===== src/rtl/sio_pkg.sv =====
package sio_pkg;
  localparam int unsigned DATA_W = 9;

  typedef struct packed {
    logic ie_perr;
    logic ie_tc;
    logic ie_txe;
    logic wake_addr;
    logic par_odd;
    logic par_en;
    logic word9;
  } sio_ctrl_t;

  typedef enum logic [1:0] {RX_IDLE, RX_START, RX_DATA, RX_STOP} rx_state_t;

  // Mask of the bits a frame carries; drop_msb removes the parity slot.
  function automatic logic [DATA_W-1:0] lane_mask(input logic word9, input logic drop_msb);
    logic [DATA_W-1:0] m;
    m = word9 ? {DATA_W{1'b1}} : {1'b0, {(DATA_W-1){1'b1}}};
    if (drop_msb) m = m >> 1;
    return m;
  endfunction

  function automatic logic parity_of(input logic [DATA_W-1:0] bits,
                                     input logic [DATA_W-1:0] mask, input logic odd);
    return (^(bits & mask)) ^ odd;
  endfunction

  // Word placed on the line, with parity in the top slot when enabled.
  function automatic logic [DATA_W-1:0] tx_line_word(input logic [DATA_W-1:0] data,
      input logic word9, input logic par_en, input logic odd);
    logic [DATA_W-1:0] w;
    logic p;
    w = data & lane_mask(word9, 1'b0);
    p = parity_of(data, lane_mask(word9, 1'b1), odd);
    if (par_en) begin
      if (word9) w[DATA_W-1] = p;
      else       w[DATA_W-2] = p;
    end
    return w;
  endfunction

  function automatic logic rx_parity_bad(input logic [DATA_W-1:0] bits,
                                         input logic word9, input logic odd);
    return (^(bits & lane_mask(word9, 1'b0))) != odd;
  endfunction
endpackage


===== src/rtl/sio_tick_gen.sv =====
module sio_tick_gen #(
  parameter int unsigned CLK_PER_TICK = 4
) (
  input  logic clk,
  input  logic rst_n,
  output logic tick
);
  localparam int unsigned CW = (CLK_PER_TICK > 1) ? $clog2(CLK_PER_TICK) : 1;
  logic [CW-1:0] cnt_q;

  always_ff @(posedge clk) begin
    if (!rst_n) begin
      cnt_q <= '0;
      tick  <= 1'b0;
    end else if (cnt_q == CW'(CLK_PER_TICK - 1)) begin
      cnt_q <= '0;
      tick  <= 1'b1;
    end else begin
      cnt_q <= cnt_q + 1'b1;
      tick  <= 1'b0;
    end
  end
endmodule


===== src/rtl/sio_tx.sv =====
module sio_tx import sio_pkg::*; #(
  parameter int unsigned OVS = 16
) (
  input  logic              clk,
  input  logic              rst_n,
  input  logic              tick,
  input  logic              tx_wr,
  input  logic [DATA_W-1:0] tx_data,
  input  logic              word9,
  input  logic              par_en,
  input  logic              par_odd,
  output logic              txd,
  output logic              tdr_empty,
  output logic              tx_done,
  output logic              tx_busy
);
  localparam int unsigned SW = $clog2(OVS);
  localparam int unsigned FW = DATA_W + 2;
  localparam int unsigned LW = $clog2(FW + 1);

  logic [DATA_W-1:0] tdr_q;
  logic              tdr_full_q, done_q, busy_q;
  logic [FW-1:0]     frame_q;
  logic [LW-1:0]     left_q;
  logic [SW-1:0]     sub_q;
  logic [DATA_W-1:0] word_w;
  logic              load_evt, bit_end, end_evt;

  assign word_w   = tx_line_word(tdr_q, word9, par_en, par_odd);
  assign load_evt = !busy_q && tdr_full_q;
  assign bit_end  = busy_q && tick && (sub_q == SW'(OVS - 1));
  assign end_evt  = bit_end && (left_q == LW'(1));

  // Settings are sampled only at load_evt, so they hold for the whole frame.
  always_ff @(posedge clk) begin
    if (!rst_n) begin
      busy_q  <= 1'b0;
      frame_q <= '1;
      left_q  <= '0;
      sub_q   <= '0;
    end else if (load_evt) begin
      busy_q  <= 1'b1;
      sub_q   <= '0;
      left_q  <= word9 ? LW'(FW) : LW'(FW - 1);
      frame_q <= word9 ? {1'b1, word_w, 1'b0}
                       : {2'b11, word_w[DATA_W-2:0], 1'b0};
    end else if (busy_q && tick) begin
      if (bit_end) begin
        sub_q   <= '0;
        frame_q <= {1'b1, frame_q[FW-1:1]};
        left_q  <= left_q - 1'b1;
        if (end_evt) busy_q <= 1'b0;
      end else begin
        sub_q <= sub_q + 1'b1;
      end
    end
  end

  always_ff @(posedge clk) begin
    if (!rst_n) begin
      tdr_q      <= '0;
      tdr_full_q <= 1'b0;
      done_q     <= 1'b1;
    end else begin
      if (tx_wr) tdr_q <= tx_data;
      if (tx_wr)         tdr_full_q <= 1'b1;
      else if (load_evt) tdr_full_q <= 1'b0;
      if (tx_wr)                         done_q <= 1'b0;
      else if (end_evt && !tdr_full_q)   done_q <= 1'b1;
    end
  end

  assign txd       = busy_q ? frame_q[0] : 1'b1;
  assign tdr_empty = !tdr_full_q;
  assign tx_done   = done_q;
  assign tx_busy   = busy_q;
endmodule


===== src/rtl/sio_rx.sv =====
module sio_rx import sio_pkg::*; #(
  parameter int unsigned OVS = 16
) (
  input  logic              clk,
  input  logic              rst_n,
  input  logic              tick,
  input  logic              rxd,
  input  logic              word9,
  input  logic              par_en,
  input  logic              par_odd,
  input  logic              err_clr,
  output logic [DATA_W-1:0] rx_data,
  output logic              rx_valid,
  output logic              par_err,
  output logic              rx_par_en
);
  localparam int unsigned SW = $clog2(OVS);
  localparam int unsigned IW = $clog2(DATA_W + 1);

  logic [1:0]        sync_q;
  logic              rxd_s;
  rx_state_t         st_q;
  logic [SW-1:0]     sub_q;
  logic [IW-1:0]     idx_q;
  logic [DATA_W-1:0] sh_q, data_q, assembled;
  logic              w9_q, pe_q, odd_q, valid_q, err_q;
  logic              mid_end, stop_hit, perr_set;

  assign rxd_s     = sync_q[1];
  assign mid_end   = tick && (sub_q == SW'(OVS - 1));
  assign stop_hit  = (st_q == RX_STOP) && mid_end;
  assign assembled = w9_q ? sh_q : {1'b0, sh_q[DATA_W-1:1]};
  assign perr_set  = stop_hit && pe_q && rx_parity_bad(assembled, w9_q, odd_q);

  always_ff @(posedge clk) begin
    if (!rst_n) sync_q <= 2'b11;
    else        sync_q <= {sync_q[0], rxd};
  end

  always_ff @(posedge clk) begin
    if (!rst_n) begin
      st_q    <= RX_IDLE;
      sub_q   <= '0;
      idx_q   <= '0;
      sh_q    <= '0;
      data_q  <= '0;
      w9_q    <= 1'b0;
      pe_q    <= 1'b0;
      odd_q   <= 1'b0;
      valid_q <= 1'b0;
    end else begin
      valid_q <= 1'b0;
      unique case (st_q)
        RX_IDLE: if (!rxd_s) begin
          st_q  <= RX_START;
          sub_q <= '0;
          w9_q  <= word9;
          pe_q  <= par_en;
          odd_q <= par_odd;
        end
        RX_START: if (tick) begin
          if (sub_q == SW'(OVS/2 - 1)) begin
            sub_q <= '0;
            idx_q <= '0;
            st_q  <= rxd_s ? RX_IDLE : RX_DATA;
          end else sub_q <= sub_q + 1'b1;
        end
        RX_DATA: if (tick) begin
          if (mid_end) begin
            sub_q <= '0;
            sh_q  <= {rxd_s, sh_q[DATA_W-1:1]};
            if (idx_q == (w9_q ? IW'(DATA_W - 1) : IW'(DATA_W - 2))) st_q <= RX_STOP;
            else idx_q <= idx_q + 1'b1;
          end else sub_q <= sub_q + 1'b1;
        end
        RX_STOP: if (tick) begin
          if (mid_end) begin
            sub_q   <= '0;
            valid_q <= 1'b1;
            data_q  <= assembled;
            st_q    <= RX_IDLE;
          end else sub_q <= sub_q + 1'b1;
        end
        default: st_q <= RX_IDLE;
      endcase
    end
  end

  always_ff @(posedge clk) begin
    if (!rst_n)        err_q <= 1'b0;
    else if (perr_set) err_q <= 1'b1;
    else if (err_clr)  err_q <= 1'b0;
  end

  assign rx_data   = data_q;
  assign rx_valid  = valid_q;
  assign par_err   = err_q;
  assign rx_par_en = pe_q;
endmodule


===== src/rtl/sio_irq.sv =====
module sio_irq (
  input  logic clk,
  input  logic rst_n,
  input  logic tdr_empty,
  input  logic tx_done,
  input  logic par_err,
  input  logic en_txe,
  input  logic en_tc,
  input  logic en_pe,
  output logic irq
);
  logic any_src;
  assign any_src = (tdr_empty & en_txe) | (tx_done & en_tc) | (par_err & en_pe);

  always_ff @(posedge clk) begin
    if (!rst_n) irq <= 1'b0;
    else        irq <= any_src;
  end
endmodule


===== src/rtl/sio_parity_core.sv =====
module sio_parity_core import sio_pkg::*; #(
  parameter int unsigned CLK_PER_TICK = 4,
  parameter int unsigned OVS          = 16
) (
  input  logic              clk,
  input  logic              rst_n,
  input  logic              cfg_wr,
  input  logic [6:0]        cfg_wdata,
  output logic [6:0]        ctrl_q,
  input  logic              tx_wr,
  input  logic [DATA_W-1:0] tx_data,
  output logic              tdr_empty,
  output logic              tx_done,
  output logic              txd,
  input  logic              rxd,
  output logic [DATA_W-1:0] rx_data,
  output logic              rx_valid,
  output logic              par_err,
  input  logic              err_clr,
  output logic              irq
);
  sio_ctrl_t ctrl_r;
  logic      tick_w, tx_busy_w, rx_par_en_w;

  always_ff @(posedge clk) begin
    if (!rst_n)      ctrl_r <= '0;
    else if (cfg_wr) ctrl_r <= sio_ctrl_t'(cfg_wdata);
  end
  assign ctrl_q = ctrl_r;

  sio_tick_gen #(.CLK_PER_TICK(CLK_PER_TICK)) u_tick (
    .clk(clk), .rst_n(rst_n), .tick(tick_w)
  );

  sio_tx #(.OVS(OVS)) u_tx (
    .clk(clk), .rst_n(rst_n), .tick(tick_w),
    .tx_wr(tx_wr), .tx_data(tx_data),
    .word9(ctrl_r.word9), .par_en(ctrl_r.par_en), .par_odd(ctrl_r.par_odd),
    .txd(txd), .tdr_empty(tdr_empty), .tx_done(tx_done), .tx_busy(tx_busy_w)
  );

  sio_rx #(.OVS(OVS)) u_rx (
    .clk(clk), .rst_n(rst_n), .tick(tick_w), .rxd(rxd),
    .word9(ctrl_r.word9), .par_en(ctrl_r.par_en), .par_odd(ctrl_r.par_odd),
    .err_clr(err_clr), .rx_data(rx_data), .rx_valid(rx_valid),
    .par_err(par_err), .rx_par_en(rx_par_en_w)
  );

  sio_irq u_irq (
    .clk(clk), .rst_n(rst_n),
    .tdr_empty(tdr_empty), .tx_done(tx_done), .par_err(par_err),
    .en_txe(ctrl_r.ie_txe), .en_tc(ctrl_r.ie_tc), .en_pe(ctrl_r.ie_perr),
    .irq(irq)
  );
endmodule


===== config.mk =====
export PLATFORM = sky130hd
export DESIGN_NAME = sio_parity_core
export DESIGN_NICKNAME = d
export VERILOG_FILES = /design/src/rtl/sio_pkg.sv /design/src/rtl/sio_tick_gen.sv /design/src/rtl/sio_tx.sv /design/src/rtl/sio_rx.sv /design/src/rtl/sio_irq.sv /design/src/rtl/sio_parity_core.sv
export SDC_FILE = /design/constraint.sdc
export NUM_CORES = 1
export LEC_CHECK = 0
export BUFFER_PORTS_ARGS = -buffer_cell sky130_fd_sc_hd__buf_2
export CAP_MARGIN = 40
export CORE_ASPECT_RATIO = 1.75
export CORE_MARGIN = 2
export CORE_UTILIZATION = 52
export CTS_BUF_LIST = sky130_fd_sc_hd__clkbuf_4 sky130_fd_sc_hd__clkbuf_8 sky130_fd_sc_hd__clkbuf_16
export DETAILED_ROUTE_END_ITERATION = 7
export GPL_TIMING_DRIVEN = 0
export HOLD_SLACK_MARGIN = 0.05
export PLACE_DENSITY = 0.75
export SETUP_SLACK_MARGIN = 0.15
export SKIP_CTS_REPAIR_TIMING = 1
export SLEW_MARGIN = 40
export SYNTH_ARGS = -nofsm -noshare
export SYNTH_HDL_FRONTEND = slang
export SYNTH_SLANG_ARGS = --single-unit
export TNS_END_PERCENT = 30

===== constraint.sdc =====
create_clock -name clk -period 1.7 [get_ports clk]
set_clock_uncertainty 0.05 [all_clocks]
set_input_delay 0.085 -clock clk [delete_from_list [all_inputs] [get_ports clk]]
set_output_delay 0.085 -clock clk [all_outputs]
set_load 0.005 [all_outputs]

== Yosys cells after proc, flatten, opt, wreduce, memory -nomap -nowiden ==
Index checks and enable logic that the tools add are counted.
Storage, ports and cells
  bits of input ports: 22
  logic and storage cells: 148
  output and inout bits: 22
  register bits after elaboration: 77
Operators by class
  mux-type cells: 51
  equal/unequal tests: 20
  bitwise operators: 11
  add/subtract/negate cells: 5
  reduce and logical (&&, ||, !) cells: 33
Operator list (number)
  2-to-1 mux 4 bit: 15
  2-to-1 mux 11 bit: 3
  2-to-1 mux 9 bit: 3
  2-to-1 mux 2 bit: 10
  bitwise AND 9 bit: 2
  XOR reduction 9 bit: 2
  2-to-1 mux 1 bit: 16
  AND reduction 3 bit: 5
  nonzero test 2 bit: 7
  adder 4 x 1 -> 4 bit (second input constant): 3
  one-hot mux 4 bit (3 select lines): 1
  2-to-1 mux 10 bit: 1
  != test 2 x 1 -> 1 bit (second input constant): 5
  != test 2 bit (second input constant): 5
  bitwise AND 9 x 8 -> 9 bit: 1
  logical AND 1 bit: 9
  == test 4 bit (second input constant): 2
  one-hot mux 2 bit (4 select lines): 1
  one-hot mux 4 bit (2 select lines): 1
  AND reduction 8 bit: 1
  == test 2 bit (second input constant): 3
  AND reduction 6 bit: 1
  OR reduction 2 bit: 3
  == test 4 x 1 -> 1 bit (second input constant): 1
  other kinds (13): 19

== Longest topological paths before layout ==
Gate-level depths: netlist (run 1).
  depth in word-level cells: 8
  mapped depth: 8
  depth with buffers taken out: 6

== Hierarchy ==
A second synthesis (run 1) with hierarchy kept.
Unflattened totals
  cell total of the unflattened synthesis: 376
  area, all modules: 3557.2 µm²
By module, submodules not included
  sio_rx: times used 1, cells each 190, sequential area each 700.7 µm², area each 1707.9 µm²
  sio_tx: times used 1, cells each 154, sequential area each 600.6 µm², area each 1446.4 µm²
  sio_parity_core: times used 1, cells each 22, sequential area each 140.1 µm², area each 265.3 µm²
  sio_tick_gen: times used 1, cells each 7, sequential area each 60.1 µm², area each 101.3 µm²
  sio_irq: times used 1, cells each 3, sequential area each 20.0 µm², area each 36.3 µm²

== Worst setup path before layout (run 1) ==
OpenSTA, ideal clock, no wires.
  path type: register to register
  start: register u_rx.sub_q[0]
  end: register u_rx.data_q[0] (netlist: u_rx.rx_data[0])
  path slack: 0.060 ns
  clock period less this slack: 1.640 ns
  cell stages (with the launch flop): 7
  arrival time: 1.474 ns
  path buffers: 2
  library setup time: 0.116 ns
  required time: 1.534 ns
  cells stage by stage: dfxtp_1 -> ha_1 -> and4_1 -> and3_1 -> buf_4 -> buf_4 -> o211a_1
On the way
  longest elaborated chain between the ends: 3
Ends and longest elaborated chain
  start, declared: RTL line sio_rx.sv:23  | logic [SW-1:0] sub_q;
  start signal, assigned: RTL line sio_rx.sv:66  | end else sub_q <= sub_q + 1'b1;
  start signal, assigned: RTL line sio_rx.sv:74  | end else sub_q <= sub_q + 1'b1;
  start signal, assigned: RTL line sio_rx.sv:82  | end else sub_q <= sub_q + 1'b1;
  == test 4 bit: RTL line sio_rx.sv:30  | assign mid_end = tick && (sub_q == SW'(OVS - 1));
  logical AND 1 bit: RTL line sio_rx.sv:30
  AND reduction 3 bit (no source line)
  end signal, assigned: RTL line sio_rx.sv:80  | data_q <= assembled;
  end, declared: RTL line sio_rx.sv:25  | logic [DATA_W-1:0] sh_q, data_q, assembled;
No other way between the ends.
A chain may end at the register's enable or synchronous reset.

== Worst setup path in the final report (run 1) ==
  start: register u_rx.sub_q[1]
  end: register u_rx.idx_q[3]
On the way
  longest elaborated chain between the ends: 4
  elaborated cells on any way between the ends: 6
  classes of those cells: 4 x eq/ne; 2 x reduce/logical
Ends and longest elaborated chain
  == test 4 bit: RTL line sio_rx.sv:30
  logical AND 1 bit: RTL line sio_rx.sv:30
  != test 2 x 1 -> 1 bit (no source line)
  AND reduction 6 bit (no source line) (*)
  end signal, assigned: RTL line sio_rx.sv:73  | else idx_q <= idx_q + 1'b1;
  end, declared: RTL line sio_rx.sv:24  | logic [IW-1:0] idx_q;
Mark *: on every way between the ends. The rest lies on a longest branch, timed or not.

==> results of run 1 <==
## worst min-delay path by stage
stage	to	cells after the start	slack [ns]	startpoint
floorplan	u_rx.sync_q[0]	1	0.14	rxd
global placement	u_rx.sync_q[0]	2	0.23	rxd
detailed placement	u_rx.sync_q[0]	2	0.24	rxd
CTS	u_rx.sync_q[0]	2	-0.11	rxd
global route	u_rx.sync_q[1]	3	0.23	rst_n
finish	u_rx.sync_q[0]	3	0.20	rst_n
## where the power goes
| group | internal (uW) | total (uW) | leakage (uW) | switching (uW) |
|---|---|---|---|---|
| clock network | 1210 | 1890 | 0.000150 | 678 |
| registers | 1840 | 1890 | 0.000623 | 49.5 |
| logic | 195 | 363 | 0.00126 | 169 |
| total | 3250 | 4150 | 0.00203 | 896 |
## state kept, by name (all words and copies together) (netlist names), 2 cells and up, named ones only
| register | flops |
|---|---|
| u_rx.sub_q | 4 |
| u_tx.frame_q | 10 |
| u_rx.sh_q | 9 |
| u_rx.rx_data | 9 |
| u_tx.tdr_q | 9 |
| u_rx.idx_q | 4 |
| u_tx.left_q | 4 |
| u_rx.sync_q | 2 |
| ctrl_q | 7 |
| u_tick.cnt_q | 2 |
| u_tx.sub_q | 4 |
## per-layer routing
layer / part of all wire (%) / vias up / track usage, %
met5: 0 / - / 0
met4: 2.1 / 0 / 11.3
met3: 2.8 / 16 / 3.94
met2: 58 / 64 / 42.4
met1: 37 / 1456 / 22.5
li1: - / 1522 / -
## worst register-to-register path: stages, from the launching register on
cell and delay (ns):
dfxtp_4 0.36, ha_4 0.15, nand4_1 0.23, or3_1 0.40, o21ai_2 0.14, nand3_1 0.09
nand2_1 0.10
## synthesized netlist by cell type (all sizes together), types with 2 or more instances
| library cell | count |
|---|---|
| a21oi | 8 |
| nand2b | 7 |
| mux2i | 30 |
| nand3 | 9 |
| ha | 6 |
| and3 | 9 |
| xnor2 | 15 |
| o22ai | 2 |
| inv | 6 |
| o211a | 9 |
| dfxtp | 76 |
| nor2b | 25 |
| o21ai | 23 |
| o21a | 2 |
| nand4 | 4 |
| and4 | 2 |
| nor3 | 5 |
| a21boi | 13 |
| o221ai | 4 |
| nand3b | 2 |
| buf | 17 |
| nor3b | 3 |
| xor2 | 7 |
| nor2 | 19 |
| and2 | 6 |
| clkbuf | 11 |
| nand2 | 60 |
## logic make-up (layout without fill, tap and decap cells)
group / count (synthesis) / count (layout) / synth area share, %
mux: 30 / 30 / 8.35
simple gates: 158 / 158 / 23.3
xor+xnor: 22 / 22 / 5.36
flops: 76 / 76 / 42.3
fa+ha+maj: 6 / 6 / 2.09
buf+inv: 34 / 125 / 5.39
compound gates: 68 / 68 / 13.2
## metrics by stage
stage	hold WS [ns]	worst slack, ns	total power (uW)
final	0.202	0.118	4150
after floorplan	0.136	0.134	2140
after detailed placement	0.241	-0.0220	2240
after global placement	0.234	-0.0157	2230
after global routing	0.228	0.0147	4300
after CTS	-0.106	-0.0379	4140
## layout make-up
type | instances | area, sq um
inverter | 6 | 22.5
sequential | 76 | 1530
clock buffer | 13 | 262
multi-input combinational | 284 | 1980
clock inverter | 2 | 35.0
timing repair buffer | 76 | 532
tap | 84 | 105
fill | 560 | 2160
buffer | 28 | 186
==> flow_summary.json, run 1 <==
{
  "crit_start": "u_rx.sub_q[1]",
  "maxCapViolCount": 0,
  "fp-row-count": 40,
  "required_ns": 1.92,
  "irDropWorstVdd_v": 0.000869,
  "cp-start-kind": "register",
  "worstSetupPathType": "reg -> reg",
  "place.detailed.hpwl_mm": 5.56,
  "n_antenna_cell": 0,
  "htree_levels": 3,
  "power-per-cell-area_mw_per_mm2": 892,
  "slowest_stage": "or3_1",
  "die-width_um": 66.9,
  "io_buffers": 42,
  "critical_path.max_stage_delay_ns": 0.40,
  "coreArea_sq_mm": 0.00681,
  "fin_util_pct": 68.3,
  "cp-end-kind": "register",
  "setup_violations": 0,
  "cts_tree": "done",
  "rsz0062_at_grt": "yes",
  "achievable-frequency_mhz": 632,
  "grt_pass1_vias": 2881,
  "max-slew-margin-rel_pct": 55.1,
  "cts_buffers": 9,
  "clock-sinks": 76,
  "synthCells": 394,
  "finalInstanceArea_sq_mm": 0.00465,
  "yosys_warnings": 0,
  "crit_fanout": 5,
  "report.final.hold_viol_count": 0,
  "worstMarginPinSlew_ns": 0.674,
  "dp.cells": 520,
  "synth-edff-count": 0,
  "seq_area_frac_synth_pct": 42.3,
  "synthFlopType": "dfxtp_1",
  "track_usage_pct": 22.5,
  "netlist-cell-type-count": 53,
  "path_delay_family": "simple AND/OR/NAND/NOR gates",
  "period_minus_slack_ns": 1.58,
  "drive_gt1_share_pct": 24.3,
  "syn_area_sq_mm": 0.00360,
  "die_y_um": 114,
  "worstSkewPairLatency_ns": 0.33,
  "power_leakage_uw": 0.00203,
  "fin_crit_sh_pct": 93.0,
  "overflow": 0,
  "area_delta_synth_final_pct": 29.3,
  "final_cells": 569,
  "io_pins": 44,
  "reg2regPathDepth": 6,
  "fin_tns_setup_ns": 0,
  "min_path_type": "in -> reg",
  "grt_max_degree": 12,
  "drtAntennaViolNets": 0,
  "vias_per_cell": 5.37,
  "crit_path_end": "u_rx.idx_q[3]",
  "syn_avg_cell_area_sq_um": 9.13,
  "synth.top_cell.area_share_pct": 42.3,
  "dieArea_sq_mm": 0.00762,
  "synth_seq_cells": 76,
  "synth.area.top_cells": "dfxtp_1 (42%), mux2i_1 (8.4%), nand2_1 (6.2%)",
  "status": "complete, no violations",
  "path_depth": 6,
  "start_util_pct": 52.8,
  "r2r-end": "u_rx.idx_q[3]",
  "cp.arrival_ns": 1.81,
  "cts-root-buf": "clkbuf_16",
  "grt_pass1_wl_mm": 12.9,
  "drtPass1Iterations": 4,
  "rr_startpoint": "u_rx.sub_q[1]",
  "vias": 3058,
  "dpl_cell_area_sq_mm": 0.00392,
  "path_buf_inv": 0,
  "regToRegSetupSlack_ns": 0.12,
  "cts_buffer_depth": 2,
  "wl_per_cell_um": 15.2,
  "path_clk_slew_ns": 0.05,
  "mostFrequentLayoutCells": "dfxtp_1 (71), nand2_1 (56), buf_2 (46)",
  "drt-initial-drc-count": 159,
  "crit_chain": "ha_4 -> nand4_1 -> or3_1 -> o21ai_2 -> nand3_1 -> nand2_1",
  "finalNetCount": 509,
  "synth_fp_nets": 422,
  "slew_violations": 0,
  "antenna_found_initial": 0,
  "drcViolationCount": 0,
  "postRouteWirelength_mm": 8.68,
  "yosys.area.top_type": "dfxtp_1",
  "gp_congestion": 0.811,
  "synthArstFlopShare_pct": 0,
  "final_common_cell": "dfxtp_1"
}
No activity file was read; power rests on OpenSTA's default activity.
==> inputs of run 2 (changes only) <==
--- a/config.mk
+++ b/config.mk
@@ -9,16 +9,16 @@
 export CAP_MARGIN = 40
 export CORE_ASPECT_RATIO = 1.75
 export CORE_MARGIN = 2
-export CORE_UTILIZATION = 52
+export CORE_UTILIZATION = 58
 export CTS_BUF_LIST = sky130_fd_sc_hd__clkbuf_4 sky130_fd_sc_hd__clkbuf_8 sky130_fd_sc_hd__clkbuf_16
 export DETAILED_ROUTE_END_ITERATION = 7
 export GPL_TIMING_DRIVEN = 0
 export HOLD_SLACK_MARGIN = 0.05
-export PLACE_DENSITY = 0.75
+export PLACE_DENSITY = 0.8
+export RECOVER_POWER = 25
 export SETUP_SLACK_MARGIN = 0.15
 export SKIP_CTS_REPAIR_TIMING = 1
 export SLEW_MARGIN = 40
 export SYNTH_ARGS = -nofsm -noshare
 export SYNTH_HDL_FRONTEND = slang
 export SYNTH_SLANG_ARGS = --single-unit
-export TNS_END_PERCENT = 30
==> constraint.sdc (replaced) <==
create_clock -name clk -period 1.55 [get_ports clk]
set_clock_uncertainty 0.05 [all_clocks]
set_input_delay 0.0775 -clock clk [delete_from_list [all_inputs] [get_ports clk]]
set_output_delay 0.0775 -clock clk [all_outputs]
set_load 0.005 [all_outputs]
==> run 2 against run 1 <==
  * The run now ends with setup timing left
  * Via count rose by 7.5%
  * Global-route usage up 1.8 points
  * Final cell count is 2.3% higher
  * Critical path depth increased by 1
  * Fmax fell by 1.2%
  * Sequential power grew 10%
  * Non-clock buffer count increased by 15
  * Sequential share of layout area shrank 2.0 points
  * Clock power down 3%
  * Utilization rose by 13 points
  * Critical endpoint is now u_tx.frame_q[0]
==> flow_summary.json, run 2 (synthesized netlist as in run 1, its figures left out) <==
{
  "status": "complete, but fails checks",
  "violations": "setup timing",
  "grt_pass1_wl_mm": 13.0,
  "p_int_uw": 3350,
  "area_delta_synth_final_pct": 38.2,
  "layout_setup_ws_ns": -0.0515,
  "maxCapViolCount": 0,
  "hold_slack_ns": 0.163,
  "slowest_stage": "dfxtp_2",
  "power_uw": 4370,
  "mostFrequentLayoutCells": "dfxtp_1 (68), nand2_1 (46), buf_2 (40)",
  "place.detailed.hpwl_mm": 5.80,
  "pwr-share-seq_pct": 47.6,
  "setup_violations": 12,
  "crit_fanout": 10,
  "largest_register_ffs": 10,
  "power-per-cell-area_mw_per_mm2": 880,
  "worstSetupPathType": "reg -> reg",
  "die_y_um": 108,
  "path_delay_family": "simple AND/OR/NAND/NOR gates",
  "swShare_pct": 23.4,
  "irDropWorstVdd_v": 0.00140,
  "report.final.hold_viol_count": 0,
  "path_depth": 7,
  "vias": 3287,
  "drtAntennaViolNets": 0,
  "reg2regPathDepth": 7,
  "cp-end-kind": "register",
  "io_pins": 44,
  "cts_buffers": 9,
  "crit_chain": "buf_6 -> and2_4 -> and4_1 -> buf_6 -> buf_12 -> mux2i_1 -> o21ai_1",
  "switchingPower_uw": 1030,
  "power_frac_comb_pct": 10.3,
  "worstSkewPairLatency_ns": 0.36,
  "vias_per_cell": 5.65,
  "largest-register": "u_tx.frame_q",
  "dp.cells": 516,
  "cp_common_cell": "buf_6",
  "dieArea_sq_mm": 0.00687,
  "die-width_um": 63.5,
  "clock_power_share_pct": 42.2,
  "r2r-end": "u_tx.frame_q[0]",
  "final_cells": 582,
  "hold_start": "rst_n",
  "fp-row-count": 38,
  "final_common_cell": "dfxtp_1",
  "drtPass1Iterations": 5,
  "rsz0062_at_grt": "yes",
  "regToRegSetupSlack_ns": -0.05,
  "drt-initial-drc-count": 204,
  "postRouteWirelength_mm": 9.89,
  "grt_max_degree": 14,
  "path_clk_slew_ns": 0.08,
  "antenna_found_initial": 0,
  "worstMarginPinSlew_ns": 0.727,
  "cp.arrival_ns": 1.77,
  "cts-root-buf": "clkbuf_8",
  "wl_per_cell_um": 17.0,
  "critical_path.max_stage_delay_ns": 0.33,
  "cts_tree": "done",
  "max-slew-margin-rel_pct": 51.5,
  "crit_path_end": "u_tx.frame_q[0]",
  "io_buffers": 42,
  "coreArea_sq_mm": 0.00609,
  "required_ns": 1.72,
  "period_minus_slack_ns": 1.60,
  "gp_congestion": 0.885,
  "n_antenna_cell": 0,
  "track_usage_pct": 24.3,
  "fin_crit_sh_pct": 103,
  "path_buf_inv": 3,
  "dpl_cell_area_sq_mm": 0.00395,
  "rr_startpoint": "u_tx.tx_busy",
  "drcViolationCount": 0,
  "pre_cts_slack_ns": -0.0647,
  "overflow": 0,
  "htree_levels": 3,
  "finalInstanceArea_sq_mm": 0.00497,
  "finalNetCount": 525,
  "clock-sinks": 76,
  "achievable-frequency_mhz": 624,
  "min_path_type": "in -> reg",
  "crit_start": "u_tx.tx_busy",
  "cp-start-kind": "register",
  "start_util_pct": 59.1,
  "cts_buffer_depth": 2,
  "grt_pass1_vias": 2920,
  "slew_violations": 0,
  "drive_gt1_share_pct": 33.3,
  "power_leakage_uw": 0.00208
}
==> run 2: cell type report <==
class                   count  area (sq um)
multi-input cells         285          2170
flip-flops and latches     76          1540
plain buffers              28           208
inverters                   6          22.5
clock inverters             6           113
clock buffers              10           131
well taps                  80           100
repair buffers             91           688
fillers                   380          1120
==> run 2: power by group through the flow <==
stage	combinational [uW]	clock (uW)	sequential (uW)
6_report	449	1840	2080
5_1_grt	485	1940	2090
4_1_cts	352	1850	2070
3_5_place_dp	349	0	2120
3_3_place_gp	336	0	2110
2_1_floorplan	250	0	2100
==> run 2: how the worst min path moves through the flow <==
stage                                end  slack, ns  cells after the start
after floorplan           u_rx.sync_q[0]       0.13                      1
after global placement    u_rx.sync_q[0]       0.23                      2
after detailed placement  u_rx.sync_q[0]       0.23                      2
after CTS                 u_rx.sync_q[0]      -0.14                      2
after global routing      u_rx.sync_q[1]       0.21                      3
final                     u_rx.sync_q[1]       0.16                      3
==> run 2: tightest hold or removal path: stages <==
cell      delay, ns
clkbuf_1       0.12
clkbuf_1       0.23
nand2b_1       0.11
==> run 2: per-stage QoR <==
stage / TNS, ns / utilization, %
final: -0.271 / 81.6
after detailed placement: -0.414 / 65.0
after floorplan: 0 / -
after CTS: -0.722 / 69.0
after global placement: -0.118 / 65.0
after global routing: -1.64 / 81.6
==> run 2: per-layer routing <==
| metal | up-vias | global-route usage [%] | share of wire (%) |
|---|---|---|---|
| li1 | 1558 | - | - |
| met1 | 1616 | 24.0 | 36 |
| met2 | 82 | 48.0 | 57 |
| met3 | 31 | 5.31 | 3.5 |
| met4 | 0 | 9.32 | 3.8 |
| met5 | - | 0 | 0 |
==> inputs of run 3 (changes only) <==
--- a/config.mk
+++ b/config.mk
@@ -7,14 +7,16 @@
 export LEC_CHECK = 0
 export BUFFER_PORTS_ARGS = -buffer_cell sky130_fd_sc_hd__buf_2
 export CAP_MARGIN = 40
+export CELL_PAD_IN_SITES_DETAIL_PLACEMENT = 1
+export CELL_PAD_IN_SITES_GLOBAL_PLACEMENT = 1
 export CORE_ASPECT_RATIO = 1.75
 export CORE_MARGIN = 2
-export CORE_UTILIZATION = 58
+export CORE_UTILIZATION = 35
 export CTS_BUF_LIST = sky130_fd_sc_hd__clkbuf_4 sky130_fd_sc_hd__clkbuf_8 sky130_fd_sc_hd__clkbuf_16
 export DETAILED_ROUTE_END_ITERATION = 7
 export GPL_TIMING_DRIVEN = 0
 export HOLD_SLACK_MARGIN = 0.05
-export PLACE_DENSITY = 0.8
+export PLACE_DENSITY_LB_ADDON = 0.1
 export RECOVER_POWER = 25
 export SETUP_SLACK_MARGIN = 0.15
 export SKIP_CTS_REPAIR_TIMING = 1
==> run 3 against run 2 <==
  * The run still ends with setup timing left
  * Combinational power increased by 9.4%
  * Global-route usage decreased by 6.5 points
  * Via count decreased by 1.8%
  * Final cell count increased by 8.4%
  * Die area increased by 62%
  * Critical endpoint is now u_rx.idx_q[3]
  * Highest routed layer unchanged
==> flow_summary.json, run 3 (synthesized netlist as in run 1, its figures left out) <==
{
  "antenna_found_initial": 0,
  "grt_max_degree": 15,
  "wl_per_cell_um": 16.9,
  "drive_gt1_share_pct": 35.7,
  "cp-start-kind": "register",
  "drtPass1Iterations": 5,
  "violations": "setup timing",
  "vias_per_cell": 5.12,
  "power-per-cell-area_mw_per_mm2": 884,
  "finalNetCount": 527,
  "worstSkewPairLatency_ns": 0.33,
  "clock-sinks": 76,
  "vias": 3229,
  "finalInstanceArea_sq_mm": 0.00515,
  "slew_violations": 0,
  "rsz0062_at_grt": "yes",
  "period_minus_slack_ns": 1.60,
  "place.detailed.hpwl_mm": 7.02,
  "io_buffers": 42,
  "required_ns": 1.77,
  "maxCapViolCount": 0,
  "worstSetupPathType": "reg -> reg",
  "die-width_um": 80.6,
  "path_clk_slew_ns": 0.06,
  "cts_buffer_depth": 2,
  "htree_levels": 3,
  "final_common_cell": "dfxtp_1",
  "min_path_type": "in -> reg",
  "grt_pass1_vias": 3107,
  "cts_tree": "done",
  "postRouteWirelength_mm": 10.7,
  "fp-row-count": 49,
  "report.final.hold_viol_count": 0,
  "drtAntennaViolNets": 0,
  "area_delta_synth_final_pct": 43.2,
  "cp.arrival_ns": 1.83,
  "worstMarginPinSlew_ns": 0.729,
  "cp-end-kind": "register",
  "grt_pass1_wl_mm": 15.2,
  "drcViolationCount": 0,
  "largest-register": "u_tx.frame_q",
  "dieArea_sq_mm": 0.0111,
  "largest_register_ffs": 10,
  "cts-root-buf": "clkbuf_16",
  "coreArea_sq_mm": 0.0101,
  "max-slew-margin-rel_pct": 51.4,
  "cts_buffers": 9,
  "n_antenna_cell": 0,
  "crit_fanout": 5,
  "die_y_um": 138,
  "setup_violations": 14,
  "power_leakage_uw": 0.00216,
  "io_pins": 44,
  "irDropWorstVdd_v": 0.000561,
  "status": "complete, but fails checks",
  "fin_crit_sh_pct": 103,
  "track_usage_pct": 17.8,
  "achievable-frequency_mhz": 624,
  "drt-initial-drc-count": 95,
  "fillers": 1180,
  "gp_congestion": 0.762,
  "start_util_pct": 35.5,
  "hold_slack_ns": 0.0840,
  "layout_setup_ws_ns": -0.0519,
  "overflow": 0,
  "dpl_cell_area_sq_mm": 0.00401,
  "mostFrequentLayoutCells": "dfxtp_1 (65), nand2_1 (45), buf_2 (43)"
}
-- run 3: cell count changes in the layout (fill, tap and decap cells not counted), sizes merged --
cell,change
dlygate4sd3,-1
inv,+2
bufinv,-3
clkinvlp,+2
buf,+2
clkbuf,-1
nand4,+1
-- run 3: metal layers --
layer,vias up,wire (um),track usage (%)
met4,0,323,6.16
met5,-,0,0
met3,20,177,3.46
li1,1569,-,-
met2,37,6330,34.3
met1,1603,3860,18.3
-- run 3: final timing paths --
check	slack (ns)	depth (start not counted)	end	startpoint
max	-0.05	6	u_rx.idx_q[3]	u_rx.sub_q[0]
min	0.08	3	u_rx.rx_valid	rst_n
max reg2reg	-0.05	6	u_rx.idx_q[3]	u_rx.sub_q[0]
min reg2reg	0.37	1	u_rx.sync_q[1]	u_rx.sync_q[0]
-- run 3: critical path, cell delays in order (launching register included) --
cell,delay [ns]
dfxtp_4,0.37
ha_4,0.16
nand4_1,0.19
or3_1,0.43
o21ai_1,0.16
nand3_1,0.10
nand2_1,0.09
-- run 3: power by group --
group	internal [uW]	total, uW	leakage [uW]	switching, uW
combinational	274	491	0.00140	218
sequential	2020	2090	0.000626	66.8
clock	1090	1970	0.000132	879
-- run 3: final cells by class --
class | instances | area, sq um | share of cell area [%]
repair buffers | 92 | 696 | 13.5
multi-input cells | 286 | 2250 | 43.6
clock buffers | 9 | 225 | 4.37
plain buffers | 28 | 208 | 4.03
well taps | 127 | 159 | 3.09
inverters | 6 | 22.5 | 0.437
flip-flops and latches | 76 | 1540 | 29.9
clock inverters | 7 | 51.3 | 0.996
-- run 3: through the flow --
| step | instances | worst slack, ns | utilization, % | total power, uW | TNS, ns |
|---|---|---|---|---|---|
| floorplan | 394 | 0.0907 | - | 2350 | 0 |
| global placement | 563 | -0.147 | 39.7 | 2470 | -0.853 |
| detailed placement | 563 | -0.147 | 39.7 | 2480 | -1.99 |
| CTS | 579 | -0.166 | 42.4 | 4480 | -2.06 |
| global route | 631 | -0.134 | 50.9 | 4730 | -1.66 |
| finish | 631 | -0.0519 | 50.9 | 4550 | -0.240 |
